[src/rtl/page_prog_pkg.sv]
package page_prog_pkg;
  typedef enum logic [1:0] {
    ST_IDLE = 2'd0,
    ST_LOAD = 2'd1,
    ST_PROG = 2'd2
  } pp_state_e;
endpackage

[src/rtl/pp_pwrup.sv]
module pp_pwrup #(
  parameter int unsigned CYC = 16
) (
  input  logic clk_i,
  input  logic rst_ni,
  output logic ok_o
);
  localparam int unsigned CW = $clog2(CYC + 1);
  localparam logic [CW-1:0] LIM = CW'(CYC);

  logic [CW-1:0] cnt_q;

  always_ff @(posedge clk_i or negedge rst_ni) begin
    if (!rst_ni)          cnt_q <= '0;
    else if (cnt_q != LIM) cnt_q <= cnt_q + 1'b1;
  end

  assign ok_o = (cnt_q == LIM);
endmodule

[src/rtl/pp_page_buf.sv]
module pp_page_buf #(
  parameter int unsigned PAGE_BYTES = 32,
  localparam int unsigned OFS_W = $clog2(PAGE_BYTES)
) (
  input  logic             clk_i,
  input  logic             rst_ni,
  input  logic             clr_i,
  input  logic [OFS_W-1:0] ofs_i,
  input  logic             wr_i,
  input  logic [7:0]       data_i,
  input  logic             permit_i,
  input  logic [OFS_W-1:0] rd_idx_i,
  output logic             rd_vld_o,
  output logic [7:0]       rd_data_o,
  output logic             got_o
);
  logic [OFS_W-1:0]            ptr_q;
  logic                        got_q;
  logic [PAGE_BYTES-1:0]       vld_q;
  logic [PAGE_BYTES-1:0]       hit;
  logic [PAGE_BYTES-1:0][7:0]  mem_q;

  // one-hot entry select; pointer wraps by width (power-of-two page)
  for (genvar i = 0; i < PAGE_BYTES; i++) begin : g_hit
    assign hit[i] = wr_i && (ptr_q == OFS_W'(i));
  end

  always_ff @(posedge clk_i or negedge rst_ni) begin
    if (!rst_ni) begin
      ptr_q <= '0;
      got_q <= 1'b0;
      vld_q <= '0;
    end else if (clr_i) begin
      ptr_q <= ofs_i;
      got_q <= 1'b0;
      vld_q <= '0;
    end else if (wr_i) begin
      ptr_q <= ptr_q + 1'b1;
      got_q <= 1'b1;
      for (int i = 0; i < PAGE_BYTES; i++)
        if (hit[i]) vld_q[i] <= permit_i;
    end
  end

  always_ff @(posedge clk_i) begin
    for (int i = 0; i < PAGE_BYTES; i++)
      if (hit[i]) mem_q[i] <= data_i;
  end

  assign rd_vld_o  = vld_q[rd_idx_i];
  assign rd_data_o = mem_q[rd_idx_i];
  assign got_o     = got_q;
endmodule

[src/rtl/pp_wr_timer.sv]
module pp_wr_timer #(
  parameter int unsigned CYC = 64,
  localparam int unsigned CW = $clog2(CYC)
) (
  input  logic          clk_i,
  input  logic          rst_ni,
  input  logic          go_i,
  output logic          run_o,
  output logic [CW-1:0] cnt_o,
  output logic          last_o
);
  localparam logic [CW-1:0] END_V = CW'(CYC - 1);

  logic          run_q;
  logic [CW-1:0] cnt_q;

  always_ff @(posedge clk_i or negedge rst_ni) begin
    if (!rst_ni) begin
      run_q <= 1'b0;
      cnt_q <= '0;
    end else if (go_i && !run_q) begin
      run_q <= 1'b1;
      cnt_q <= '0;
    end else if (run_q) begin
      if (cnt_q == END_V) run_q <= 1'b0;
      cnt_q <= cnt_q + 1'b1;
    end
  end

  assign run_o  = run_q;
  assign cnt_o  = cnt_q;
  assign last_o = run_q && (cnt_q == END_V);
endmodule

[src/rtl/page_prog.sv]
module page_prog
  import page_prog_pkg::*;
#(
  parameter int unsigned ADDR_W       = 11,
  parameter int unsigned PAGE_BYTES   = 32,
  parameter int unsigned WR_CYCLES    = 625000,
  parameter int unsigned PWRUP_CYCLES = 125000
) (
  input  logic              clk_i,
  input  logic              rst_ni,
  input  logic              start_i,
  input  logic [ADDR_W-1:0] addr_i,
  input  logic              byte_vld_i,
  input  logic [7:0]        byte_i,
  input  logic              permit_i,
  input  logic              cs_rise_i,
  input  logic              seq_ok_i,
  output logic              arr_we_o,
  output logic [ADDR_W-1:0] arr_addr_o,
  output logic [7:0]        arr_data_o,
  output logic              busy_o,
  output logic              wel_clr_o
);
  localparam int unsigned OFS_W  = $clog2(PAGE_BYTES);
  localparam int unsigned PAGE_W = ADDR_W - OFS_W;
  localparam int unsigned TMR_W  = $clog2(WR_CYCLES);
  localparam logic [TMR_W-1:0] SCAN_END = TMR_W'(PAGE_BYTES);

  pp_state_e         st_q, st_d;
  logic [PAGE_W-1:0] page_q;
  logic              wclr_q;
  logic              pwr_ok;
  logic              take_start, take_byte, go;
  logic              got, rd_vld;
  logic [7:0]        rd_data;
  logic              tmr_run, tmr_last;
  logic [TMR_W-1:0]  tmr_cnt;
  logic              scan_act;

  pp_pwrup #(.CYC(PWRUP_CYCLES)) u_pwrup (
    .clk_i  (clk_i),
    .rst_ni (rst_ni),
    .ok_o   (pwr_ok)
  );

  // chip-select rise wins over start, start over byte
  assign take_start = start_i && pwr_ok && !cs_rise_i && (st_q != ST_PROG);
  assign take_byte  = byte_vld_i && (st_q == ST_LOAD) && !cs_rise_i && !take_start;
  assign go         = (st_q == ST_LOAD) && cs_rise_i && seq_ok_i && got;

  always_comb begin
    st_d = st_q;
    unique case (st_q)
      ST_IDLE: if (take_start) st_d = ST_LOAD;
      ST_LOAD: if (cs_rise_i)  st_d = go ? ST_PROG : ST_IDLE;
      ST_PROG: if (tmr_last)   st_d = ST_IDLE;
      default:                 st_d = ST_IDLE;
    endcase
  end

  always_ff @(posedge clk_i or negedge rst_ni) begin
    if (!rst_ni) begin
      st_q   <= ST_IDLE;
      page_q <= '0;
      wclr_q <= 1'b0;
    end else begin
      st_q   <= st_d;
      wclr_q <= tmr_last;
      if (take_start) page_q <= addr_i[ADDR_W-1:OFS_W];
    end
  end

  pp_page_buf #(.PAGE_BYTES(PAGE_BYTES)) u_buf (
    .clk_i     (clk_i),
    .rst_ni    (rst_ni),
    .clr_i     (take_start),
    .ofs_i     (addr_i[OFS_W-1:0]),
    .wr_i      (take_byte),
    .data_i    (byte_i),
    .permit_i  (permit_i),
    .rd_idx_i  (tmr_cnt[OFS_W-1:0]),
    .rd_vld_o  (rd_vld),
    .rd_data_o (rd_data),
    .got_o     (got)
  );

  pp_wr_timer #(.CYC(WR_CYCLES)) u_tmr (
    .clk_i  (clk_i),
    .rst_ni (rst_ni),
    .go_i   (go),
    .run_o  (tmr_run),
    .cnt_o  (tmr_cnt),
    .last_o (tmr_last)
  );

  assign scan_act   = tmr_run && (tmr_cnt < SCAN_END);
  assign arr_we_o   = scan_act && rd_vld;
  assign arr_addr_o = {page_q, tmr_cnt[OFS_W-1:0]};
  assign arr_data_o = rd_data;
  assign busy_o     = (st_q == ST_PROG);
  assign wel_clr_o  = wclr_q;
endmodule

[config.mk]
export PLATFORM = sky130hd
export DESIGN_NAME = page_prog
export DESIGN_NICKNAME = d
export VERILOG_FILES = /design/src/rtl/page_prog_pkg.sv /design/src/rtl/pp_pwrup.sv /design/src/rtl/pp_page_buf.sv /design/src/rtl/pp_wr_timer.sv /design/src/rtl/page_prog.sv
export SDC_FILE = /design/constraint.sdc
export NUM_CORES = 1
export LEC_CHECK = 0
export ABC_AREA = 1
export BUFFER_PORTS_ARGS = -buffer_cell sky130_fd_sc_hd__buf_2
export CAP_MARGIN = 25
export CORE_ASPECT_RATIO = 1.1
export CORE_UTILIZATION = 30
export CTS_BUF_LIST = sky130_fd_sc_hd__clkbuf_8
export DETAILED_ROUTE_END_ITERATION = 10
export PLACE_DENSITY = 0.49
export SLEW_MARGIN = 5
export SYNTH_ARGS = -nofsm -noshare
export SYNTH_HDL_FRONTEND = slang
export SYNTH_SLANG_ARGS = --single-unit
[constraint.sdc]
create_clock -name clk_i -period 2.29 [get_ports clk_i]
set_clock_uncertainty 0.1 [all_clocks]
set_input_delay 0.458 -clock clk_i [delete_from_list [all_inputs] [get_ports clk_i]]
set_output_delay 0.458 -clock clk_i [all_outputs]
set_load 0.005 [all_outputs]
==> metrics.md <==
| Metric | Value |
|---|---|
| Global routing's busiest layer | met2 |
| Die X | 218 µm |
| Wire per inst | 17.6 µm |
| Final-report setup violation count | 9 |
| Slew @ Worst Pin | 0.775 ns |
| DIE HEIGHT | 240 µm |
| DRC violations left | 0 |
| WS Path Type | register to output port |
| Peak supply drop | around 0.00045 V |
| PortBufs | 47 |
| Core ar. | 50400 µm² |
| Worst path arrival time | 2.43 ns |
| Final Wtd Congestion | 0.836 |
| Post-place setup slack | -0.116 ns |
| Final period util | 131% |
| RSZ-0062 raised after global routing | true |
| Mapped cell area | 15400 µm² |
| Lkg Pwr | slightly below 8 nW |
| CP Data Required Time | 1.73 ns |
| Setup WS post-layout | -0.702 ns |
| First-pass GRT wire length | 65.4 mm |
| Post-synth cell types | just over 40 |
| CP Launch Type | register |
| Largest net degree at the start of global routing | 45 |
| All-Layer GR Usage | 16.4% |
| CP max FO | 15 |
| Antenna violations before repair | 1 |
| Worst skew pair latency | about 0.7 ns |
| Status | complete, but fails checks |
| H-tree levels | 2 |
| Area grow syn2layout | 21.9% |
| Syn nets | 1549 |
| Grt met1 use | 22.4% |
| Final min period | around 3.0 ns |
| Fin. Hold Viols | 0 |
| Post-synth top cells | nand2_1, edfxtp_1, nor2_1 |
| Synth area leader | edfxtp_1 |
| Total detailed-routing wirelength | around 42 mm |
| Clock Tree Root | clkbuf_8 |
| Power Density | 663 nW/µm² |
| Area after DPL | 17300 µm² |
| Synth top area share | 49.9% |
| Routing usage on met3 | 3.26% |
| Post-synthesis sequential area ratio | between 60% and 70% |
| Initial Util | 30.6% |
| Via density | 4.75 |
| Fin Setup TNS | -5.82 ns |
| Top_reg_cell synth | edfxtp_1 |
| Pins over their slew limit | 0 |
| CP Capture Type | output port |
| Die area | 52200 µm² |
| Drt pass-1 iters | 4 |
| Number of flops mapped to enable cells by yosys | 256 |
| Share of layout cells above drive strength 1 | 18.3% |
| Clk buf depth | 3 |
| Violated checks | setup timing |
| Post-DP HPWL | 27.8 mm |
| Post-Layout Cell Count | 2379 |
| Dpl cells | approximately 2300 |
| Clock sink count | 341 |
| Total gr overflow | 0 |
| Async S/R FF share, synth | 24.9% |
| Initial DRC Count | 867 |
| DRT antenna net count | 0 |
| Warnings from Yosys | 0 |
| Nets | 1708 |
| Number of global-route vias before repair | 11200 |
| Synth area leaders | edfxtp_1, dfrtp_1, nand2_1, nor2_1, nand3_1 |
| Slew margin rel. | 48.3% |
| Number of I/O pins | 48 |
| GR Util met2 | a little over a quarter |
| Count leader, synth | nand2_1 |
| CTS buffer count | 58 |
| Max Fclk | 334 MHz |
| Cells after synthesis | roughly 1500 |
| Rows | between 80 and 90 |
| Max Cap Viol | 0 |
| Finished Cell Area | 18800 µm² |
| Reg clk slew, reported paths | 0.06 ns |
| Total power | 12.4 mW |
| CTS tree | built |
| Mean Syn Cell Area | 10.2 µm² |
| HP Class | input port to register |
| FF+latch count, synth | 341 |
| Via count | approximately 11000 |
worst paths after layout:
kind	startpoint	to	slack, ns	cells past startpoint
max in group asynchronous	rst_ni	u_buf.vld_q[5]	1.10	3
min	addr_i[0]	u_buf.ptr_q[0]	0.05	3
min in group asynchronous	rst_ni	wel_clr_o	0.36	2
max	u_tmr.cnt_o[0]	arr_data_o[0]	-0.70	10
min reg2reg	u_pwrup.cnt_q[14]	u_pwrup.cnt_q[14]	0.38	1
max reg2reg	u_buf.ptr_q[0]	u_buf.mem_q[118]	0.15	6
logic make-up (layout without fill, tap and decap cells):
logic type	after synthesis	count (layout)	synth area share [%]
adder cells (fa/ha/maj)	9	9	0.731
buffers and inverters	223	427	6.84
other	0	1	0
multiplexers	1	1	0.0650
XOR/XNOR	16	16	0.910
flip-flops	341	341	63.7
AO/OA/AOI/OAI	223	223	8.22
AND/OR/NAND/NOR	701	701	19.5
area by class of cell:
cell class | count | area [µm²]
Sequential cell | 341 | 9820
Clock buffer | 71 | 977
Antenna cell | 1 | 2.50
Timing Repair Buffer | 179 | 1760
Clock inverter | 34 | 215
Inverter | 143 | 543
Fill cell | 5005 | 31600
Multi-Input combinational cell | 950 | 4630
Tap cell | 660 | 826
state kept, by name (all words and copies together), names as in the netlist:
register	cells
u_buf.ptr_q	5
u_buf.got_o	1
u_buf.vld_q	32
u_pwrup.cnt_q	17
page_q	6
st_q	2
wel_clr_o	1
u_tmr.run_o	1
u_tmr.cnt_o	20
u_buf.mem_q	256
critical path: stages, from the launching register on:
cell and delay, ns:
dfrtp_4 0.53, inv_4 0.11, buf_12 0.15, nor2_1 0.05, o211ai_1 0.34, buf_4 0.18, nand3_1 0.09, nand2_2 0.13
nand2_1 0.06, inv_1 0.05, buf_2 0.10
timing repair:
action	CTS	global route
endpoints found under the setup margin	11	20
pin swaps	5	10
buffers inserted	0	2
gates cloned	0	1
endpoints found under the hold margin	44	0
gates resized for setup	18	29
hold buffers	11	0
cells in the final DEF, fill, tap and decap left out, types with 3 or more instances in the layout:
cell type      count
a21oi_1           13
nor4_1             6
nor2_4             3
nor3_1             5
a21oi_2            8
inv_1            149
nand3_1          141
xnor2_1            3
ha_1               9
nor2_2            11
clkbuf_8          71
dfrtp_1           83
inv_2              8
clkinv_2           4
buf_12            35
edfxtp_1         256
o21ai_2            8
buf_2             45
o21ai_0          110
nand2_1          303
clkinv_1           9
nand2_2           14
buf_6              9
nand4_1           13
o211ai_1          48
nand3_2            3
dlygate4sd3_1     11
nor2_1           193
buf_4             76
xor2_1            13
o21ai_1           32
routing by layer:
| metal | share of wire (%) | vias to the layer above |
|---|---|---|
| met5 | 0 | - |
| met4 | 2.0 | 0 |
| met3 | 5.7 | 61 |
| met2 | 46 | 301 |
| met1 | 46 | 5481 |
| li1 | - | 5449 |
power breakdown:
part	switching [mW]	internal, mW
registers	0	6.66
clock network	2.57	3.04
logic	0.139	0.0382
stage by stage:
step	util [%]	hold slack [ns]
floorplan	-	0.0624
global placement	34.3	0.364
detailed placement	34.3	0.372
CTS	37.0	0.00550
global route	37.3	0.0393
finish	37.3	0.0539
Power figures use the tool's default switching activity.
